**config.mk**
```make
export PLATFORM = sky130hd
export DESIGN_NAME = apb_err_regslave
export DESIGN_NICKNAME = d
export VERILOG_FILES = /design/src/rtl/apbrs_pkg.sv /design/src/rtl/apbrs_judge.sv /design/src/rtl/apbrs_resp.sv /design/src/rtl/apbrs_bank.sv /design/src/rtl/apb_err_regslave.sv
export SDC_FILE = /design/constraint.sdc
export NUM_CORES = 1
export LEC_CHECK = 0
export BUFFER_PORTS_ARGS = -buffer_cell sky130_fd_sc_hd__buf_2
export CORE_MARGIN = 10
export CORE_UTILIZATION = 50
export DETAILED_ROUTE_END_ITERATION = 10
export HOLD_SLACK_MARGIN = 0.03
export PLACE_DENSITY_LB_ADDON = 0.2
export SYNTH_ARGS = -nofsm -noshare
export SYNTH_HDL_FRONTEND = slang
export SYNTH_SLANG_ARGS = --single-unit
```
**constraint.sdc**
```tcl
create_clock -name clk -period 5 [get_ports clk]
set_input_delay 1.25 -clock clk [delete_from_list [all_inputs] [get_ports clk]]
set_output_delay 1.25 -clock clk [all_outputs]
set_load 0.05 [all_outputs]
```
**src/rtl/apbrs_pkg.sv**
```systemverilog
// Package: shared types for the register completer.
// Assumes: a fixed 32-bit data path; the error source record is used only for naming.
package apbrs_pkg;
    // The three independent reasons an access can fail
    typedef struct packed {
        logic unmapped;
        logic prot_fail;
        logic fault;
    } err_src_t;

    // Collapse the sources into one verdict
    function automatic logic any_err(input err_src_t s);
        return s.unmapped | s.prot_fail | s.fault;
    endfunction
endpackage

```
**src/rtl/apbrs_judge.sv**
```systemverilog
// Module: apbrs_judge
// Decodes the word index and forms the error verdict for the current access.
// Assumes: byte address, word-aligned registers, and a NUM_REGS that fits the index width.
module apbrs_judge
    import apbrs_pkg::*;
#(
    parameter int unsigned ADDR_W    = 8,
    parameter int unsigned NUM_REGS  = 8,
    parameter logic [NUM_REGS-1:0] PRIV_MASK = 8'hC0,
    localparam int unsigned WORD_W   = ADDR_W - 2,
    localparam int unsigned IDX_W    = $clog2(NUM_REGS)
) (
    input  logic [ADDR_W-1:0] addr,
    input  logic              privileged,
    input  logic              fault,
    output logic [IDX_W-1:0]  idx,
    output err_src_t          src,
    output logic              err
);
    localparam logic [WORD_W-1:0] LIMIT = WORD_W'(NUM_REGS);

    logic [WORD_W-1:0] word;
    logic              mapped;

    // Decode the word and judge each error source
    always_comb begin
        word          = addr[ADDR_W-1:2];
        mapped        = (word < LIMIT);
        idx           = word[IDX_W-1:0];
        src.unmapped  = !mapped;
        src.prot_fail = mapped && PRIV_MASK[idx] && !privileged;
        src.fault     = fault;
        err           = any_err(src);
    end
endmodule

```
**src/rtl/apbrs_resp.sv**
```systemverilog
// Module: apbrs_resp
// Counts wait states and registers ready, the verdict and the read data in one process.
// Assumes: the requester holds its address and controls stable until ready.
module apbrs_resp #(
    parameter int unsigned DATA_W = 32,
    parameter int unsigned WAIT_W = 2
) (
    input  logic              clk,
    input  logic              rst_n,
    input  logic              sel,
    input  logic              enable,
    input  logic              write,
    input  logic [WAIT_W-1:0] wait_cycles,
    input  logic              err,
    input  logic [DATA_W-1:0] rd_word,
    output logic              ready,
    output logic              slv_err,
    output logic [DATA_W-1:0] rdata
);
    logic [WAIT_W-1:0] cnt;
    logic [WAIT_W-1:0] tgt;
    logic              setup_c;
    logic              access_c;
    logic              finish;

    // Decide whether the next edge ends the transfer
    always_comb begin
        setup_c  = sel && !enable;
        access_c = sel && enable;
        finish   = (setup_c && (wait_cycles == '0)) ||
                   (access_c && !ready && (cnt == tgt));
    end

    // Register ready, the verdict and the read data together
    always_ff @(posedge clk) begin
        if (!rst_n) begin
            ready   <= 1'b0;
            slv_err <= 1'b0;
            rdata   <= '0;
            cnt     <= '0;
            tgt     <= '0;
        end else begin
            ready   <= 1'b0;
            slv_err <= 1'b0;
            rdata   <= '0;
            if (finish) begin
                ready   <= 1'b1;
                slv_err <= err;
                rdata   <= (err || write) ? '0 : rd_word;
            end else if (setup_c) begin
                tgt <= wait_cycles;
                cnt <= WAIT_W'(1);
            end else if (access_c && !ready) begin
                cnt <= cnt + WAIT_W'(1);
            end
        end
    end


    zero_wait_chk: assert property (@(posedge clk) disable iff (!rst_n)
        (sel && !enable && wait_cycles == '0) |=> ready);

    ready_pulse_chk: assert property (@(posedge clk) disable iff (!rst_n)
        ready |=> !ready);

    err_qual_chk: assert property (@(posedge clk) disable iff (!rst_n)
        slv_err |-> (sel && enable && ready));
endmodule

```
**src/rtl/apbrs_bank.sv**
```systemverilog
// Module: apbrs_bank
// Register storage with one write port and a combinational read mux.
// Assumes: the write enable is already qualified by completion and a clean verdict.
module apbrs_bank #(
    parameter int unsigned DATA_W   = 32,
    parameter int unsigned NUM_REGS = 8,
    localparam int unsigned IDX_W   = $clog2(NUM_REGS)
) (
    input  logic                         clk,
    input  logic                         rst_n,
    input  logic                         wr_en,
    input  logic [IDX_W-1:0]             idx,
    input  logic [DATA_W-1:0]            wdata,
    output logic [DATA_W-1:0]            rd_word,
    output logic [NUM_REGS*DATA_W-1:0]   regs_flat
);
    logic [DATA_W-1:0] regs [NUM_REGS];

    for (genvar g = 0; g < NUM_REGS; g++) begin : g_reg
        // Hold one register; load it on a clean write to its index
        always_ff @(posedge clk) begin
            if (!rst_n)
                regs[g] <= '0;
            else if (wr_en && (idx == IDX_W'(g)))
                regs[g] <= wdata;
        end
        assign regs_flat[g*DATA_W +: DATA_W] = regs[g];
    end

    // Select the addressed register for reading
    always_comb rd_word = regs[idx];


    hold_chk: assert property (@(posedge clk) disable iff (!rst_n)
        !wr_en |=> $stable(regs_flat));
endmodule

```
**src/rtl/apb_err_regslave.sv**
```systemverilog
// Module: apb_err_regslave
// APB3 register completer with programmable wait states and a three-source error verdict.
// Assumes: a single requester and stable controls through each access.
module apb_err_regslave #(
    parameter int unsigned ADDR_W   = 8,
    parameter int unsigned DATA_W   = 32,
    parameter int unsigned NUM_REGS = 8,
    parameter int unsigned WAIT_W   = 2,
    parameter logic [NUM_REGS-1:0] PRIV_MASK = 8'hC0,
    localparam int unsigned IDX_W   = $clog2(NUM_REGS)
) (
    input  logic              clk,
    input  logic              rst_n,
    input  logic              sel,
    input  logic              enable,
    input  logic              write,
    input  logic [ADDR_W-1:0] addr,
    input  logic [DATA_W-1:0] wdata,
    input  logic [2:0]        prot,
    input  logic              fault,
    input  logic [WAIT_W-1:0] wait_cycles,
    output logic [DATA_W-1:0] rdata,
    output logic              ready,
    output logic              slv_err
);
    import apbrs_pkg::*;

    logic [IDX_W-1:0]           idx;
    err_src_t                   src;
    logic                       err;
    logic [DATA_W-1:0]          rd_word;
    logic [NUM_REGS*DATA_W-1:0] regs_flat;
    logic                       wr_en;

    apbrs_judge #(.ADDR_W(ADDR_W), .NUM_REGS(NUM_REGS), .PRIV_MASK(PRIV_MASK)) u_judge (
        .addr(addr), .privileged(prot[0]), .fault(fault),
        .idx(idx), .src(src), .err(err)
    );

    apbrs_resp #(.DATA_W(DATA_W), .WAIT_W(WAIT_W)) u_resp (
        .clk(clk), .rst_n(rst_n), .sel(sel), .enable(enable), .write(write),
        .wait_cycles(wait_cycles), .err(err), .rd_word(rd_word),
        .ready(ready), .slv_err(slv_err), .rdata(rdata)
    );

    // Commit a write only on a clean completion
    always_comb wr_en = sel && enable && ready && write && !slv_err;

    apbrs_bank #(.DATA_W(DATA_W), .NUM_REGS(NUM_REGS)) u_bank (
        .clk(clk), .rst_n(rst_n), .wr_en(wr_en), .idx(idx), .wdata(wdata),
        .rd_word(rd_word), .regs_flat(regs_flat)
    );


    err_write_chk: assert property (@(posedge clk) disable iff (!rst_n)
        (sel && enable && ready && write && slv_err) |=> $stable(regs_flat));

    rd_err_zero_chk: assert property (@(posedge clk) disable iff (!rst_n)
        (ready && slv_err && !write) |-> (rdata == '0));

    wait_no_err_chk: assert property (@(posedge clk) disable iff (!rst_n)
        (sel && enable && !ready) |-> !slv_err);
endmodule

```
=== Word level (Yosys, flattened, before mapping) ===
Memory sizes are Yosys's and may differ from the RTL's. A register that Yosys moved wholly into a read port is not among the register bits.
Index checks and enable logic that the tools add are counted.

* RAM bits: 256
* Word-level logic and storage cells: 98
* Memories kept: 2
* Bits in read-only memories: 8
* Register bits after elaboration: 6
* Output and inout bits: 34

{| class="wikitable"
|+ Memories
! name !! depth !! width !! read ports !! clocked after Yosys merged registers in !! wr ports !! RTL line !! source
|-
| u_bank.regs || 8 || 32 || 1 || 1 || 8 || apbrs_bank.sv:17 || <nowiki>logic [DATA_W-1:0] regs [NUM_REGS];</nowiki>
|-
| (name not given) || 8 || 1 || 1 || 0 || 0 || apbrs_judge.sv:31 || <nowiki>src.prot_fail = mapped && PRIV_MASK[idx] && !privileged;</nowiki>
|}

* Add/subtract/negate cells: 1
* Multiplexer cells: 37
* Order comparisons: 2
* Reduce and logical (&&, ||, !) cells: 32
* Equal/unequal tests: 8
* Bitwise operators: 12

{| class="wikitable"
|+ Operator list
! kind !! number
|-
| 32-bit 2-to-1 mux || 8
|-
| 1-bit 2-to-1 mux || 27
|-
| 1-bit logical AND || 18
|-
| 3-bit == test, second input constant || 4
|-
| 1-bit OR || 10
|-
| 3-bit by 2-bit == test with 1-bit output, second input constant || 2
|-
| 6-bit by 4-bit < comparator with 1-bit output, second input constant || 1
|-
| 2-bit AND reduction || 3
|-
| 1-bit zero test || 5
|-
| 3-bit by 4-bit < comparator with 1-bit output, second input constant || 1
|-
| 2-bit 2-to-1 mux || 2
|-
| 3-bit by 1-bit == test with 1-bit output, second input constant || 1
|-
| 3-bit zero test || 1
|-
| 3-bit OR reduction || 1
|-
| 2-bit by 1-bit adder with 2-bit output, second input constant || 1
|-
| 2-bit == test || 1
|-
| 2-bit zero test || 1
|-
| 1-bit logical OR || 2
|-
| 1-bit NOT || 2
|-
| 2-bit nonzero test || 1
|}

=== Longest topological paths before layout ===
Gate-level depths: netlist of the first run.

* Depth in word-level cells: 9
* Gate-level depth with buffers: 7
* Depth with buffers taken out: 4

=== Hierarchy ===
From an unflattened synthesis of the first run, not the netlist that was laid out.

* Cell total of the unflattened synthesis: 909
* Area, all modules: 13006.2 um2

{| class="wikitable"
|+ Modules (own cells, without submodules)
! module !! cells each !! times used !! sequential area each (um2) !! area each (um2)
|-
| apbrs_bank || 792 || 1 || 7687.4 || 11599.9
|-
| apbrs_resp || 106 || 1 || 760.7 || 1322.5
|-
| apbrs_judge || 9 || 1 || 0.0 || 66.3
|-
| apb_err_regslave || 2 || 1 || 0.0 || 17.5
|}

=== Worst setup path after synthesis of the first run ===
OpenSTA, ideal clock, no wires.

* Path kind: input to register
* Start point: in addr[2]
* End point: mem u_bank.regs[4][0] (enable)
* Arrival time: 4.178 ns
* Buffers on the path: 2
* Path slack: 0.357 ns
* Setup time: 0.466 ns
* Stages: 4
* Cells stage by stage: buf_2 buf_2 or2_2 o21ai_0

{| class="wikitable"
|+ RTL lines
! what !! RTL line !! source
|-
| start, declared || apb_err_regslave.sv:17 || <nowiki>input logic [ADDR_W-1:0] addr,</nowiki>
|-
| end, declared || apbrs_bank.sv:17 ||
|}

==> flow_summary.json, run 1 <==
{
  "cts-htree-levels": 2,
  "dp_slack_ns": 1.43,
  "hold_violations": 0,
  "seq_area_frac_synth": 0.677,
  "async_reset_ff_frac": 0,
  "nFillCells": 1954,
  "rsz0062_at_grt": "no",
  "setup_tns_ns": 0,
  "dp_hpwl_mm": 16.0,
  "finClkSkew_ns": 0.00676,
  "cts_setup_buffers": 0,
  "ir_worst_vdd_v": 0.000223,
  "syn_area_per_cell_sq_um": 13.4,
  "grt_pass1_vias": 7814,
  "rows": 57,
  "synth.distinct_cells": 38,
  "clock_latency_ns": 0.49,
  "postRouteAntennaNets": 0,
  "cts_root_buf": "clkbuf_16",
  "status": "complete, no violations",
  "dieArea_sq_um": 31700,
  "areaGrowthSynthToFinish_pct": 14.4,
  "core_area_sq_um": 24500,
  "grt_max_degree": 129,
  "yosysWarnings": 0,
  "die_y_um": 178,
  "portBuffers": 80,
  "power.total_w": 0.00537,
  "worst_slew_pin_slew_ns": 1.18,
  "io_pins": 85,
  "path_clk_slew_ns": 0.05,
  "r2r_slack_ns": 2.57,
  "synth_nets": 981,
  "p_leak_nw": 5.04,
  "hold_path_class": "flip-flop to flip-flop",
  "fmax_ghz": 0.324,
  "netlist.area_leader.share": 0.616,
  "path_class": "input port to flip-flop",
  "start_util": 0.510,
  "fin_crit_sh": 0.618,
  "ys.flop_type": "edfxtp_1",
  "nNetsFinal": 1053,
  "synth_area_leaders": "edfxtp_1 (62%), mux4_2 (12%), nor2_1 (8.8%)",
  "synth_edf_count": 256,
  "power_density_nw_per_um2": 376,
  "cp_data_required_time_ns": 5.32,
  "routed_wl_mm": 28.1,
  "vias": 7405,
  "cts_resized": 0,
  "setup_viol": 0,
  "critPathLaunchType": "input port",
  "worst-r2r-cell-count": 5,
  "timing.final.ws_setup_ns": 1.91,
  "syn-cell-area_sq_um": 12500,
  "drv_cap": 0,
  "synthTopCellsByCount": "nor2_1 (294), edfxtp_1 (256), nand2_1 (136)",
  "grt_overflow": 0,
  "antenna_cells": 0,
  "drtPass1Iterations": 5,
  "cts_buffers": 34,
  "rr_endpoint": "u_bank.regs[5][1]$_SDFFCE_PN0P_",
  "clock-sinks": 294,
  "final.min_clock_period_ns": 3.09,
  "grt_pass1_wl_mm": 44.0,
  "finalCoreUtilization": 0.583,
  "clockBufferDepth": 3,
  "drc": 0,
  "worstSetupStartpoint": "addr[3]",
  "wl_per_cell_um": 20.8,
  "relSlewSlack": 0.214,
  "worstReg2RegStart": "u_resp.ready$_SDFF_PN0_",
  "synth_most_common_cell": "nor2_1",
  "endpoint": "u_bank.regs[6][11]$_SDFFCE_PN0P_",
  "antenna_found_initial": 1,
  "cts_hold_buf": 0,
  "critPathCaptureType": "flip-flop",
  "worstPathMaxFanout": 23,
  "viasPerCell": 5.49,
  "synth_seq_cells": 294,
  "yosysTopAreaCell": "edfxtp_1",
  "grtUsageTotal": 0.182,
  "layout-drive-gt1-share": 0.225,
  "place_congestion": 0.746,
  "final_max_slew_viol_count": 0,
  "drtIter0Drc": 621,
  "cts_tree": "done",
  "postSynthCellCount": 930,
  "die_w_um": 178,
  "arrival_ns": 3.41
}
==> per-stage QoR <==
step	area [sq um]	hold slack (ns)	std cells
after floorplan	12500	0.455	930
after global routing	14300	0.524	1350
after global placement	13200	0.467	1290
after detailed placement	13200	0.478	1290
after CTS	14300	0.487	1350
final	14300	0.487	1350
==> cell families (layout without fill, tap and decap cells) <==
| kind of cell | Yosys count | count (layout) | synth area share |
|---|---|---|---|
| buffers and inverters | 69 | 165 | 0.0299 |
| flip-flops | 294 | 294 | 0.677 |
| multiplexers | 96 | 96 | 0.141 |
| AO/OA/AOI/OAI | 18 | 18 | 0.00853 |
| XOR/XNOR | 2 | 2 | 0.00140 |
| AND/OR/NAND/NOR | 451 | 451 | 0.142 |
==> worst min path at each step <==
stage	end	from	depth (start not counted)	slack (ns)
after floorplan	u_resp.tgt[1]$_SDFFE_PN0P_	u_resp.tgt[1]$_SDFFE_PN0P_	2	0.46
after global placement	u_resp.tgt[1]$_SDFFE_PN0P_	u_resp.tgt[1]$_SDFFE_PN0P_	2	0.47
after detailed placement	u_resp.tgt[1]$_SDFFE_PN0P_	u_resp.tgt[1]$_SDFFE_PN0P_	2	0.48
after CTS	u_resp.tgt[1]$_SDFFE_PN0P_	u_resp.tgt[1]$_SDFFE_PN0P_	2	0.49
after global routing	u_resp.tgt[1]$_SDFFE_PN0P_	u_resp.tgt[1]$_SDFFE_PN0P_	2	0.52
final	u_resp.tgt[1]$_SDFFE_PN0P_	u_resp.tgt[1]$_SDFFE_PN0P_	2	0.49
==> routing by layer <==
| metal | GRT usage | vias to the layer above | routed length, um |
|---|---|---|---|
| met4 | 0.0445 | 2 | 441 |
| met3 | 0.0346 | 35 | 1880 |
| met1 | 0.236 | 3677 | 11600 |
| met2 | 0.310 | 242 | 14200 |
| met5 | 0 | - | 8 |
| li1 | - | 3449 | - |
==> area by class of cell <==
| type | count | area, sq um | share of cell area |
|---|---|---|---|
| clock inverter | 11 | 55.1 | 0.00386 |
| clock buffer | 49 | 978 | 0.0686 |
| tap | 324 | 405 | 0.0284 |
| multi-input combinational | 567 | 3770 | 0.264 |
| inverter | 2 | 7.51 | 0.000526 |
| timing repair buffer | 103 | 601 | 0.0421 |
| sequential | 294 | 8450 | 0.592 |
==> worst max-delay path, stage by stage <==
cell,delay (ns)
buf_2,0.56
buf_4,0.37
nor2b_2,0.51
buf_4,0.45
nand2_1,0.13
nor2_1,0.12
==> placed cells by master (no fill, tap or decap), types with 9 or more instances in the layout <==
cell type	count
dfxtp_1	38
o21ai_4	9
nor2_1	294
mux4_2	64
clkbuf_1	9
mux2i_1	32
nand2_1	136
buf_2	79
clkbuf_16	35
buf_4	22
edfxtp_1	256
==> sequential cells by signal (all words and copies together) (netlist names) <==
name	cells
u_resp.cnt	2
u_resp.ready	1
u_resp.tgt	2
u_resp.slv_err	1
u_bank.regs	256
u_resp.rdata	32
==> report_power, final <==
part / internal, W / total [W] / switching [W] / leakage (nW)
clock: 0.00136 / 0.00228 / 0.000921 / 0.506
sequential: 0.00274 / 0.00276 / 0.0000211 / 2.94
combinational: 0.000127 / 0.000333 / 0.000206 / 1.60
No activity file was read; power rests on OpenSTA's default activity.
==> inputs of run 2 (changes only) <==
- clock period: 5 -> 2.5 ns (I/O delays scaled with it)
==> flow_summary.json, run 2 (synthesis gave the netlist of run 1 again) <==
{
  "finalCoreUtilization": 0.599,
  "p_leak_nw": 5.23,
  "dieArea_sq_um": 31700,
  "postRouteAntennaNets": 0,
  "dp_hpwl_mm": 17.6,
  "clock_latency_ns": 0.55,
  "largest_register_ffs": 256,
  "drtPass1Iterations": 5,
  "critPathCaptureType": "flip-flop",
  "drc": 0,
  "cpPeakStageDelay_ns": 0.53,
  "grt_max_degree": 93,
  "arrival_ns": 2.27,
  "die_w_um": 178,
  "drv_cap": 0,
  "core_area_sq_um": 24500,
  "cts_buffers": 31,
  "vias": 7521,
  "nNetsFinal": 1074,
  "cp_top_family": "simple AND/OR/NAND/NOR gates",
  "grt_pass1_vias": 7944,
  "grt_overflow": 0,
  "start_util": 0.510,
  "crit_path_top_delay_cell": "or3_1",
  "areaGrowthSynthToFinish_pct": 17.5,
  "cts-htree-levels": 1,
  "min_from": "enable",
  "r2r_slack_ns": 0.49,
  "critPathBufInv": 1,
  "final_max_slew_viol_count": 0,
  "power_density_nw_per_um2": 733,
  "io_pins": 85,
  "crit_chain": "nand4_1 > or3_1 > o21ai_4 > buf_12",
  "fmax_ghz": 0.497,
  "drtIter0Drc": 675,
  "cts_hold_buf": 0,
  "path_clk_slew_ns": 0.06,
  "worstSetupStartpoint": "u_resp.ready$_SDFF_PN0_",
  "ir_worst_vdd_v": 0.000431,
  "die_y_um": 178,
  "layout_common_cells": "nor2_1 (294), edfxtp_1 (256), nand2_1 (136), buf_2 (79), mux4_2 (64)",
  "cts_root_buf": "clkbuf_16",
  "final_common_cell": "nor2_1",
  "fin_crit_sh": 0.805,
  "cts_setup_buffers": 0,
  "dpl_cell_area_sq_um": 13700,
  "critPathLaunchType": "flip-flop",
  "clock-sinks": 294,
  "final.min_clock_period_ns": 2.01,
  "worstReg2RegStart": "u_resp.ready$_SDFF_PN0_",
  "clockBufferDepth": 3,
  "wl_per_cell_um": 21.0,
  "rsz0062_at_grt": "no",
  "grt_pass1_wl_mm": 44.8,
  "worst_slew_pin_slew_ns": 0.796,
  "hold_path_class": "input port to flip-flop",
  "antenna_found_initial": 2,
  "grtUsageTotal": 0.185,
  "worst-path-stages": 4,
  "nFillCells": 1926,
  "min_path_cells": 2,
  "worst-r2r-cell-count": 4,
  "status": "complete, no violations",
  "cts_tree": "done",
  "cp_data_required_time_ns": 2.75,
  "relSlewSlack": 0.469,
  "layout-drive-gt1-share": 0.244,
  "cts_resized": 0,
  "worstPathMaxFanout": 14,
  "finClkSkew_ns": 0.0114,
  "portBuffers": 80,
  "hold_violations": 0,
  "min_to": "u_resp.cnt[0]$_SDFFE_PN0P_",
  "routed_wl_mm": 28.7,
  "setup_viol": 0,
  "rr_endpoint": "u_bank.regs[2][26]$_SDFFCE_PN0P_",
  "viasPerCell": 5.48,
  "whs_ns": 0.348,
  "reg_top3": "u_bank.regs x256, u_resp.rdata x32",
  "rows": 57,
  "top_register": "u_bank.regs",
  "place_congestion": 0.776,
  "postLayoutCellArea_sq_um": 14700,
  "path_class": "flip-flop to flip-flop"
}
run 2: cell count changes in the layout (fill, tap and decap cells not counted), moves of 3 or more:
cell | previous run | this run
buf_4 | 22 | 26
clkinv_2 | 4 | 7
bufinv_16 | 0 | 3
clkbuf_16 | 35 | 31
clkbuf_1 | 9 | 5
clkbuf_8 | 5 | 2
buf_12 | 2 | 22
run 2: worst max-delay path by stage:
stage                                                   to  slack (ns)
after floorplan            u_bank.regs[0][0]$_SDFFCE_PN0P_       -0.19
after global placement    u_bank.regs[2][25]$_SDFFCE_PN0P_        0.08
after detailed placement  u_bank.regs[2][25]$_SDFFCE_PN0P_        0.09
after CTS                 u_bank.regs[2][26]$_SDFFCE_PN0P_        0.47
after global routing      u_bank.regs[2][26]$_SDFFCE_PN0P_        0.42
final                     u_bank.regs[2][26]$_SDFFCE_PN0P_        0.49
run 2: layout make-up:
class                           instances  area (sq um)  area share
Sequential cell                       294          8450       0.576
Multi-Input combinational cell        567          3770       0.257
Timing Repair Buffer                  127          1030      0.0703
Clock buffer                           38           822      0.0561
Tap cell                              324           405      0.0277
Clock inverter                         19           171      0.0117
Inverter                                2          7.51    0.000512
Antenna cell                            1          2.50    0.000171
run 2: per-layer routing:
layer,part of all wire,vias to the layer above,track usage
li1,-,3489,-
met1,0.40,3707,0.239
met2,0.51,270,0.316
met3,0.068,53,0.0300
met4,0.019,2,0.0531
met5,0.00045,-,0
run 2: power breakdown:
| group | internal, W | switching (W) | leakage, nW |
|---|---|---|---|
| logic | 0.000309 | 0.000430 | 1.81 |
| clock network | 0.00263 | 0.00185 | 0.486 |
| registers | 0.00547 | 0.0000438 | 2.94 |
| total | 0.00841 | 0.00233 | 5.23 |
run 2: worst reg2reg max path, stage by stage (launching register included):
cell and delay, ns:
dfxtp_1 0.38, nand4_1 0.18, or3_1 0.53, o21ai_4 0.40, buf_12 0.22
run 2: metrics by stage:
step	total power [W]	cells	setup WS, ns	setup TNS, ns
after floorplan	0.00605	930	-0.186	-23.85
after CTS	0.0108	1371	0.469	0
after detailed placement	0.00636	1314	0.0904	0
final	0.0107	1372	0.489	0
after global placement	0.00635	1314	0.0753	0
after global routing	0.0111	1371	0.422	0
